`src/rtl/uart_os_pkg.sv`:
```
package uart_os_pkg;

    typedef enum logic [0:0] {
        ST_HUNT = 1'b0,
        ST_BITS = 1'b1
    } rx_state_e;

    // Format word; the first field sits in the most significant bit.
    typedef struct packed {
        logic       par_even;
        logic       par_en;
        logic       stop2;
        logic [1:0] wlen;
    } rx_fmt_t;

endpackage

```
`src/rtl/uart_os_sync.sv`:
```
module uart_os_sync #(
    parameter int   STAGES    = 2,
    parameter logic RESET_VAL = 1'b1
) (
    input  logic clk_i,
    input  logic rst_ni,
    input  logic d_i,
    output logic q_o
);
    logic [STAGES-1:0] sh_d, sh_q;

    generate
        if (STAGES > 1) begin : g_chain
            always_comb sh_d = {sh_q[STAGES-2:0], d_i};
        end else begin : g_single
            always_comb sh_d = d_i;
        end
    endgenerate

    always_ff @(posedge clk_i or negedge rst_ni) begin
        if (!rst_ni) sh_q <= {STAGES{RESET_VAL}};
        else         sh_q <= sh_d;
    end

    assign q_o = sh_q[STAGES-1];
endmodule

```
`src/rtl/uart_os_baudgen.sv`:
```
module uart_os_baudgen #(
    parameter int DIV_W = 16
) (
    input  logic             clk_i,
    input  logic             rst_ni,
    input  logic [DIV_W-1:0] div_i,
    output logic             tick_o
);
    logic [DIV_W-1:0] cnt_d, cnt_q;
    logic             at_end;

    always_comb begin
        at_end = (div_i != '0) && (cnt_q >= div_i - DIV_W'(1));
        if (div_i == '0)  cnt_d = '0;
        else if (at_end)  cnt_d = '0;
        else              cnt_d = cnt_q + DIV_W'(1);
    end

    always_ff @(posedge clk_i or negedge rst_ni) begin
        if (!rst_ni) cnt_q <= '0;
        else         cnt_q <= cnt_d;
    end

    assign tick_o = at_end;
endmodule

```
`src/rtl/uart_os_rxfsm.sv`:
```
module uart_os_rxfsm
    import uart_os_pkg::*;
#(
    parameter int DATA_W    = 8,
    parameter int OS        = 16,
    parameter int START_LOW = 8
) (
    input  logic              clk_i,
    input  logic              rst_ni,
    input  logic              tick_i,
    input  logic              rx_i,
    input  rx_fmt_t           fmt_i,
    output logic [DATA_W-1:0] data_o,
    output logic              valid_o,
    output logic              par_err_o,
    output logic              frm_err_o
);
    localparam int MIN_W = DATA_W - 3;
    localparam int OS_W  = $clog2(OS);
    localparam int LOW_W = $clog2(START_LOW > 1 ? START_LOW : 2);
    localparam int IDX_W = $clog2(DATA_W + 4);

    typedef struct packed {
        rx_state_e         st;
        logic [LOW_W-1:0]  low;
        logic [OS_W-1:0]   os;
        logic [IDX_W-1:0]  idx;
        logic [DATA_W-1:0] sh;
        logic              par_acc;
        logic              perr;
        logic              ferr;
        logic [DATA_W-1:0] data;
        logic              valid;
        logic              par_err;
        logic              frm_err;
    } rx_reg_t;

    rx_reg_t          r_d, r_q;
    logic [IDX_W-1:0] n_data, n_par, n_last;

    always_comb begin
        n_data = IDX_W'(MIN_W) + IDX_W'(fmt_i.wlen);
        n_par  = n_data + IDX_W'(fmt_i.par_en);
        n_last = n_par + IDX_W'(fmt_i.stop2);

        r_d       = r_q;
        r_d.valid = 1'b0;

        if (tick_i) begin
            case (r_q.st)
                ST_HUNT: begin
                    if (rx_i) begin
                        r_d.low = '0;
                    end else if (r_q.low == LOW_W'(START_LOW - 1)) begin
                        r_d.st      = ST_BITS;
                        r_d.low     = '0;
                        r_d.os      = '0;
                        r_d.idx     = '0;
                        r_d.sh      = '0;
                        r_d.par_acc = 1'b0;
                        r_d.perr    = 1'b0;
                        r_d.ferr    = 1'b0;
                    end else begin
                        r_d.low = r_q.low + LOW_W'(1);
                    end
                end
                default: begin
                    r_d.os = r_q.os + OS_W'(1);
                    if (r_q.os == OS_W'(OS - 1)) begin
                        r_d.os  = '0;
                        r_d.idx = r_q.idx + IDX_W'(1);
                        if (r_q.idx < n_data) begin
                            r_d.sh      = {rx_i, r_q.sh[DATA_W-1:1]};
                            r_d.par_acc = r_q.par_acc ^ rx_i;
                        end else if (fmt_i.par_en && (r_q.idx == n_data)) begin
                            r_d.perr = ((r_q.par_acc ^ rx_i) == fmt_i.par_even);
                        end else if (!rx_i) begin
                            r_d.ferr = 1'b1;
                        end
                        if (r_q.idx == n_last) begin
                            r_d.st      = ST_HUNT;
                            r_d.valid   = 1'b1;
                            r_d.data    = r_d.sh >> (IDX_W'(DATA_W) - n_data);
                            r_d.par_err = r_d.perr;
                            r_d.frm_err = r_d.ferr;
                        end
                    end
                end
            endcase
        end
    end

    always_ff @(posedge clk_i or negedge rst_ni) begin
        if (!rst_ni) r_q <= '0;
        else         r_q <= r_d;
    end

    assign data_o    = r_q.data;
    assign valid_o   = r_q.valid;
    assign par_err_o = r_q.par_err;
    assign frm_err_o = r_q.frm_err;
endmodule

```
`src/rtl/uart_os_rx.sv`:
```
module uart_os_rx
    import uart_os_pkg::*;
#(
    parameter int BYTE_W    = 8,
    parameter int DATA_W    = 8,
    parameter int OS        = 16,
    parameter int START_LOW = 8,
    parameter int SYNC_ST   = 2
) (
    input  logic              clk_i,
    input  logic              rst_ni,
    input  logic              div_lo_we_i,
    input  logic              div_hi_we_i,
    input  logic [BYTE_W-1:0] div_wdata_i,
    input  logic [4:0]        fmt_i,
    input  logic              rxd_i,
    output logic [DATA_W-1:0] data_o,
    output logic              valid_o,
    output logic              par_err_o,
    output logic              frm_err_o
);
    localparam int DIV_W = 2 * BYTE_W;

    typedef struct packed {
        logic [DIV_W-1:0] div;
    } cfg_t;

    cfg_t             cfg_d, cfg_q;
    logic [DIV_W-1:0] div_val;
    logic             baud_tick;
    logic             rx_s;

    always_comb begin
        cfg_d = cfg_q;
        if (div_lo_we_i) cfg_d.div[BYTE_W-1:0]      = div_wdata_i;
        if (div_hi_we_i) cfg_d.div[DIV_W-1:BYTE_W]  = div_wdata_i;
    end

    always_ff @(posedge clk_i or negedge rst_ni) begin
        if (!rst_ni) cfg_q <= '0;
        else         cfg_q <= cfg_d;
    end

    assign div_val = cfg_q.div;

    uart_os_baudgen #(.DIV_W(DIV_W)) u_baud (
        .clk_i  (clk_i),
        .rst_ni (rst_ni),
        .div_i  (div_val),
        .tick_o (baud_tick)
    );

    uart_os_sync #(.STAGES(SYNC_ST), .RESET_VAL(1'b1)) u_sync (
        .clk_i  (clk_i),
        .rst_ni (rst_ni),
        .d_i    (rxd_i),
        .q_o    (rx_s)
    );

    uart_os_rxfsm #(.DATA_W(DATA_W), .OS(OS), .START_LOW(START_LOW)) u_fsm (
        .clk_i     (clk_i),
        .rst_ni    (rst_ni),
        .tick_i    (baud_tick),
        .rx_i      (rx_s),
        .fmt_i     (rx_fmt_t'(fmt_i)),
        .data_o    (data_o),
        .valid_o   (valid_o),
        .par_err_o (par_err_o),
        .frm_err_o (frm_err_o)
    );
endmodule

```
`config.mk`:
```
export PLATFORM = sky130hd
export DESIGN_NAME = uart_os_rx
export DESIGN_NICKNAME = d
export VERILOG_FILES = /design/src/rtl/uart_os_pkg.sv /design/src/rtl/uart_os_sync.sv /design/src/rtl/uart_os_baudgen.sv /design/src/rtl/uart_os_rxfsm.sv /design/src/rtl/uart_os_rx.sv
export SDC_FILE = /design/constraint.sdc
export NUM_CORES = 1
export LEC_CHECK = 0
export BUFFER_PORTS_ARGS = -buffer_cell sky130_fd_sc_hd__buf_2
export CAP_MARGIN = 20
export CORE_ASPECT_RATIO = 2
export CORE_MARGIN = 4
export CORE_UTILIZATION = 47
export DETAILED_ROUTE_END_ITERATION = 12
export SETUP_SLACK_MARGIN = 0.15
export SKIP_CTS_REPAIR_TIMING = 1
export SYNTH_ARGS = -nofsm -noshare
export SYNTH_HDL_FRONTEND = slang
export SYNTH_SLANG_ARGS = --single-unit
```
`constraint.sdc`:
```
create_clock -name clk_i -period 4.43 [get_ports clk_i]
set_input_delay 0.443 -clock clk_i [delete_from_list [all_inputs] [get_ports clk_i]]
set_output_delay 0.443 -clock clk_i [all_outputs]
set_load 0.02 [all_outputs]
```
==> results.yml, run 1 <==
critical_path:
  slowest_stage: "or4_4"
  cp_max_fo: 16
  critical_path_class: "register to register"
  start_kind: "register"
  max_stage_delay_ns: 0.58
  worstPathArrival_ns: 4.02
  cp-end-kind: "register"
  path_cells: "or4_4 -> or2_2 -> nand2b_1 -> xor2_1 -> ha_1 -> and4_1 -> nand3_1 -> a221o_1 -> nand4_2 -> nand2_1 -> o41ai_1"
  critPathRequiredTime_ns: 4.64
sta:
  rsz0062_at_grt: "no"
  skew_ns: 0.00782
  tightest_slew_ns: 0.661
  setup_tns_ns: 0
  setup_viol: 0
  clock.fmax_ghz: 0.263
  drv_slew: 0
  hold_viol: 0
  max-slew-margin-rel_pct: 55.9
  period_minus_slack_ns: 3.81
  fin_crit_sh_pct: 85.9
logic_synthesis:
  avgSynthCellArea_sq_um: 9.95
  synth_top_area_share_pct: 38.4
  synth_fp_nets: 480
  synth_area_sq_mm: 0.00430
  syn-instance-count: 432
  ys_seq_area_share_pct: 39.6
  synth-seq-cells: 68
  synth.top_cells.by_area: "dfrtp_1, ha_1, xor2_1, mux2_2, nor2_1"
  ys.flop_type: "dfrtp_1"
  async_reset_ff_share_pct: 100
  ys_top_cells_by_count: "dfrtp_1, nor2_1, nand2_1, ha_1, inv_1"
  ys_warn_count: 0
  synth_edf_count: 0
  yosys.area.top_type: "dfrtp_1"
  synth_most_common_cell: "dfrtp_1"
  ys_types: 67
global_route:
  grt_pass1_wl_um: 17600
  grt_usage_pct: 22.2
  grt_pass1_vias: 3529
  grt-ovfl-total: 0
  antenna_found_initial: 0
  grt_max_degree: 41
clocking:
  clkTransAtPathRegs_ns: 0.05
  clock-sinks: 68
  clkLatencyLatePin_ns: 0.34
  cts_tree: "done"
  cts_root_buf: "clkbuf_16"
  cts_made_buffers: 9
  clk_path_buf_depth: 2
  htreeDepth: 3
layout:
  antenna_cells: 0
  design_area_sq_mm: 0.00476
  areaGrowthSynthToFinish_pct: 10.6
  num-nets-final: 499
  layout-drive-gt1-share_pct: 17.5
  fin_cells: 558
  fin_util_pct: 53.1
status:
  outcome: "finished clean"
pwr:
  leakage_nw: 2.17
  p_per_area_mw_per_mm2: 361
  max-vdd-ir-drop_uv: 267
  power.total_mw: 1.72
floorplan:
  core_area_sq_mm: 0.00895
  dieHeight_um: 143
  initial_utilization_pct: 48.0
  rows: 49
  die_area_sq_mm: 0.0108
  fp.dieW_um: 75.6
  io_pins: 29
drt:
  drtIter0Drc: 167
  num_vias: 3353
  dr.pass1.iters: 5
  avgRoutedWirePerCell_um: 19.2
  routed_wl_um: 10700
  drc_errors: 0
  ant_nets: 0
  via_per_inst: 6.01
placed_design:
  dp.cells: 542
  port_buffers: 28
  placed_area_sq_mm: 0.00445
  place_congestion: 0.927
  dp_hpwl_um: 8350
min_path:
  holdCritPathClass: "primary input to asynchronous set/reset pin"
run:
  cap_viol_max_count: 0
-- kinds of logic (layout without fill, tap and decap cells) --
family | after synthesis | after routing | synth area share (%)
AND/OR/NAND/NOR | 146 | 146 | 18.0
AO/OA/AOI/OAI | 84 | 84 | 13.6
flip-flops | 68 | 68 | 39.6
buffers and inverters | 45 | 69 | 5.00
XOR/XNOR | 31 | 31 | 6.31
adder cells (fa/ha/maj) | 30 | 30 | 9.08
multiplexers | 28 | 28 | 8.32
-- state kept, by name (all words and copies together), names as in the netlist --
name and flops:
u_fsm.par_err_o 1, cfg_q 16, u_fsm.valid_o 1, u_fsm.r_q 23, u_sync.sh_q 2, u_fsm.data_o 8
u_baud.cnt_q 16, u_fsm.frm_err_o 1
-- worst paths after layout --
kind	from	end	slack (ns)	cells past startpoint
worst max-delay path	cfg_q[6]	u_fsm.r_q[25]	0.62	11
worst min-delay path	rst_ni	u_fsm.r_q[20]	0.14	1
worst max register to register	cfg_q[6]	u_fsm.r_q[25]	0.62	11
worst min register to register	u_sync.sh_q[0]	u_sync.sh_q[1]	0.36	0
max in group asynchronous	rst_ni	u_fsm.r_q[29]	3.32	2
min in group clk_i	rxd_i	u_sync.sh_q[0]	0.20	1
-- layout by cell type (no fill, tap or decap), types with 4 or more instances in the layout --
cell / instances
xor2_1: 20
nand4_1: 6
inv_1: 23
dfrtp_1: 66
buf_2: 28
nor2b_1: 5
nor2_1: 35
nand2b_1: 4
xnor2_1: 11
and4_1: 7
a31oi_1: 10
mux2_1: 6
and3_1: 5
nor3_1: 9
nand2_1: 33
mux2_2: 14
nor4_1: 6
ha_1: 28
o22ai_1: 8
o21ai_0: 13
clkbuf_16: 9
nand3_1: 21
a21oi_1: 19
-- report_power, final --
part           total [mW]  switching [mW]  internal, mW  leakage (nW)
combinational       0.265           0.148         0.117          1.14
sequential          0.735          0.0651         0.670         0.892
clock               0.719           0.269         0.449         0.144
total                1.72           0.483          1.24          2.17
-- through the flow --
| stage | setup WS [ns] | hold slack [ns] |
|---|---|---|
| global route | 0.366 | 0.180 |
| floorplan | 0.877 | 0.147 |
| finish | 0.625 | 0.137 |
| global placement | 0.769 | 0.347 |
| CTS | 0.606 | 0.161 |
| detailed placement | 0.609 | 0.349 |
-- per-layer routing --
metal | track usage [%] | share of wire (%)
met2 | 42.9 | 60
met3 | 3.88 | 2.8
met5 | 0 | 0
met4 | 12.4 | 4.7
met1 | 20.1 | 32
-- critical path: cells and delay by family, from the launching register on --
| family | cells | cell delay (ns) |
|---|---|---|
| adder cells (fa/ha/maj) | 1 | 0.28 |
| AO/OA/AOI/OAI | 2 | 0.74 |
| XOR/XNOR | 1 | 0.17 |
| flip-flops | 1 | 0.43 |
| AND/OR/NAND/NOR | 7 | 2.07 |
-- layout make-up --
cell class                      count  area, sq um
Clock buffer                       10          239
Clock inverter                      6         63.8
Fill cell                         833         4190
Inverter                           23         86.3
Multi-Input combinational cell    319         2380
Sequential cell                    68         1700
Tap cell                          102          128
Timing Repair Buffer               30          155
No activity file was read; power rests on OpenSTA's default activity.
==> run 2, diff against run 1 <==
--- a/config.mk
+++ b/config.mk
@@ -11,6 +11,7 @@
 export CORE_MARGIN = 4
 export CORE_UTILIZATION = 47
 export DETAILED_ROUTE_END_ITERATION = 12
+export PLACE_DENSITY = 0.67
 export SETUP_SLACK_MARGIN = 0.15
 export SKIP_CTS_REPAIR_TIMING = 1
 export SYNTH_ARGS = -nofsm -noshare
==> constraint.sdc (replaced) <==
create_clock -name clk_i -period 3.4 [get_ports clk_i]
set_input_delay 0.34 -clock clk_i [delete_from_list [all_inputs] [get_ports clk_i]]
set_output_delay 0.34 -clock clk_i [all_outputs]
set_load 0.02 [all_outputs]
==> run 2 against run 1 <==
  * Count of clock-buffer cells in the layout down 1
  * Via count increased by 4.5%
  * Core utilization increased by 3.3 points
  * Setup slack lost 0.56 ns
  * Routed wire length increased by 1.5%
  * Die area unchanged
  * Power up 27%
  * Clock power grew 20%
  * Flip-flop and latch count stayed put
  * Cell count is 3.8% higher
  * Sequential power increased by 29%
  * Critical path type unchanged
  * Largest cell class unchanged
==> results.yml, run 2 (synthesis gave the netlist of run 1 again) <==
status:
  outcome: "finished clean"
floorplan:
  initial_utilization_pct: 48.0
  io_pins: 29
  core_area_sq_mm: 0.00895
  rows: 49
  dieHeight_um: 143
  die_area_sq_mm: 0.0108
  fp.dieW_um: 75.6
layout:
  num-nets-final: 520
  design_area_sq_mm: 0.00506
  nFillCells: 763
  top_register: "u_fsm.r_q"
  fin_util_pct: 56.5
  fin_cells: 579
  antenna_cells: 0
  largest_registers: "u_fsm.r_q: 23 flops, cfg_q: 16 flops, u_baud.cnt_q: 16 flops"
  largest_reg_flops: 23
  areaGrowthSynthToFinish_pct: 17.6
  layout_common_cells: "dfrtp_1, nor2_1, nand2_1"
  final_common_cell: "dfrtp_1"
  layout-drive-gt1-share_pct: 25.4
pwr:
  max-vdd-ir-drop_uv: 371
  leakage_nw: 2.33
  p_per_area_mw_per_mm2: 433
  power.total_mw: 2.19
clocking:
  clkLatencyLatePin_ns: 0.34
  cts_tree: "done"
  cts_made_buffers: 9
  htreeDepth: 3
  clk_path_buf_depth: 2
  clock-sinks: 68
  clkTransAtPathRegs_ns: 0.06
  cts_root_buf: "clkbuf_16"
sta:
  tightest_slew_ns: 0.630
  skew_ns: 0.00883
  max-slew-margin-rel_pct: 57.7
  fin_crit_sh_pct: 98.2
  drv_slew: 0
  setup_viol: 0
  hold_viol: 0
  worst_slack_ns: 0.0616
  fin_hold_ws_ns: 0.0103
  period_minus_slack_ns: 3.34
  setup_tns_ns: 0
  rsz0062_at_grt: "yes"
  clock.fmax_ghz: 0.300
critical_path:
  crit_path_frequent_cell: "and4_4"
  crit_family: "simple AND/OR/NAND/NOR gates"
  slowest_stage: "or4_4"
  rrSetupSlack_ns: 0.06
  worstPathArrival_ns: 3.56
  path_cells: "or4_4 -> or2_4 -> nand2b_4 -> xor2_1 -> ha_1 -> and4_4 -> nand3_2 -> a221o_1 -> and4_4 -> or3_4 -> mux2_4"
  critical_path_class: "register to register"
  cp_max_fo: 5
  max_stage_delay_ns: 0.56
  worst-path-buf-inv: 0
  cp-end-kind: "register"
  start_kind: "register"
  critPathRequiredTime_ns: 3.62
min_path:
  holdCritPathClass: "primary input to asynchronous set/reset pin"
placed_design:
  pre_cts_ws_ns: 0.0531
  place_congestion: 0.843
  dp.cells: 561
  placed_area_sq_mm: 0.00463
  port_buffers: 28
  dp_hpwl_um: 8490
global_route:
  grt-ovfl-total: 0
  antenna_found_initial: 0
  grt_pass1_wl_um: 17200
  grt_pass1_vias: 3617
  grt_max_degree: 44
  grt_usage_pct: 21.5
drt:
  dr.pass1.iters: 4
  num_vias: 3504
  routed_wl_um: 10900
  drc_errors: 0
  via_per_inst: 6.05
  ant_nets: 0
  drtIter0Drc: 204
  avgRoutedWirePerCell_um: 18.8
run:
  cap_viol_max_count: 0
==> run 2: power breakdown <==
part / internal [mW] / switching [mW] / total, mW / leakage, nW
logic: 0.170 / 0.204 / 0.375 / 1.30
registers: 0.872 / 0.0777 / 0.950 / 0.892
clock network: 0.496 / 0.369 / 0.865 / 0.136
==> run 2: final timing paths <==
check / from / end / cells past startpoint
worst max-delay path: cfg_q[9] / u_fsm.r_q[31] / 11
worst min-delay path: rst_ni / u_fsm.r_q[24] / 1
worst max register to register: cfg_q[9] / u_fsm.r_q[31] / 11
worst min register to register: u_sync.sh_q[0] / u_sync.sh_q[1] / 0
max in group asynchronous: rst_ni / u_fsm.r_q[18] / 2
min in group clk_i: rxd_i / u_sync.sh_q[0] / 1
==> run 2: cell type report <==
cell class | count | area, sq um | area share, %
sequential | 68 | 1700 | 33.7
clock buffer | 9 | 225 | 4.45
multi-input combinational | 319 | 2510 | 49.7
inverter | 23 | 86.3 | 1.71
timing repair buffer | 51 | 345 | 6.83
tap | 102 | 128 | 2.52
clock inverter | 7 | 52.6 | 1.04
==> run 2: routing by layer <==
layer  global-route usage, %  part of all wire (%)  vias up  wire [um]
met3                    4.30                   3.3       41        354
met1                    18.5                    33     1721       3550
li1                        -                     -     1652          -
met2                    41.4                    58       90       6340
met4                    13.7                   5.9        0        642
met5                       0                     0        -          0
==> run 2: worst reg2reg max path, stage by stage (launching register included) <==
cell	delay (ns)
dfrtp_1	0.37
or4_4	0.56
or2_4	0.26
nand2b_4	0.14
xor2_1	0.15
ha_1	0.29
and4_4	0.21
nand3_2	0.05
a221o_1	0.31
and4_4	0.19
or3_4	0.37
mux2_4	0.31
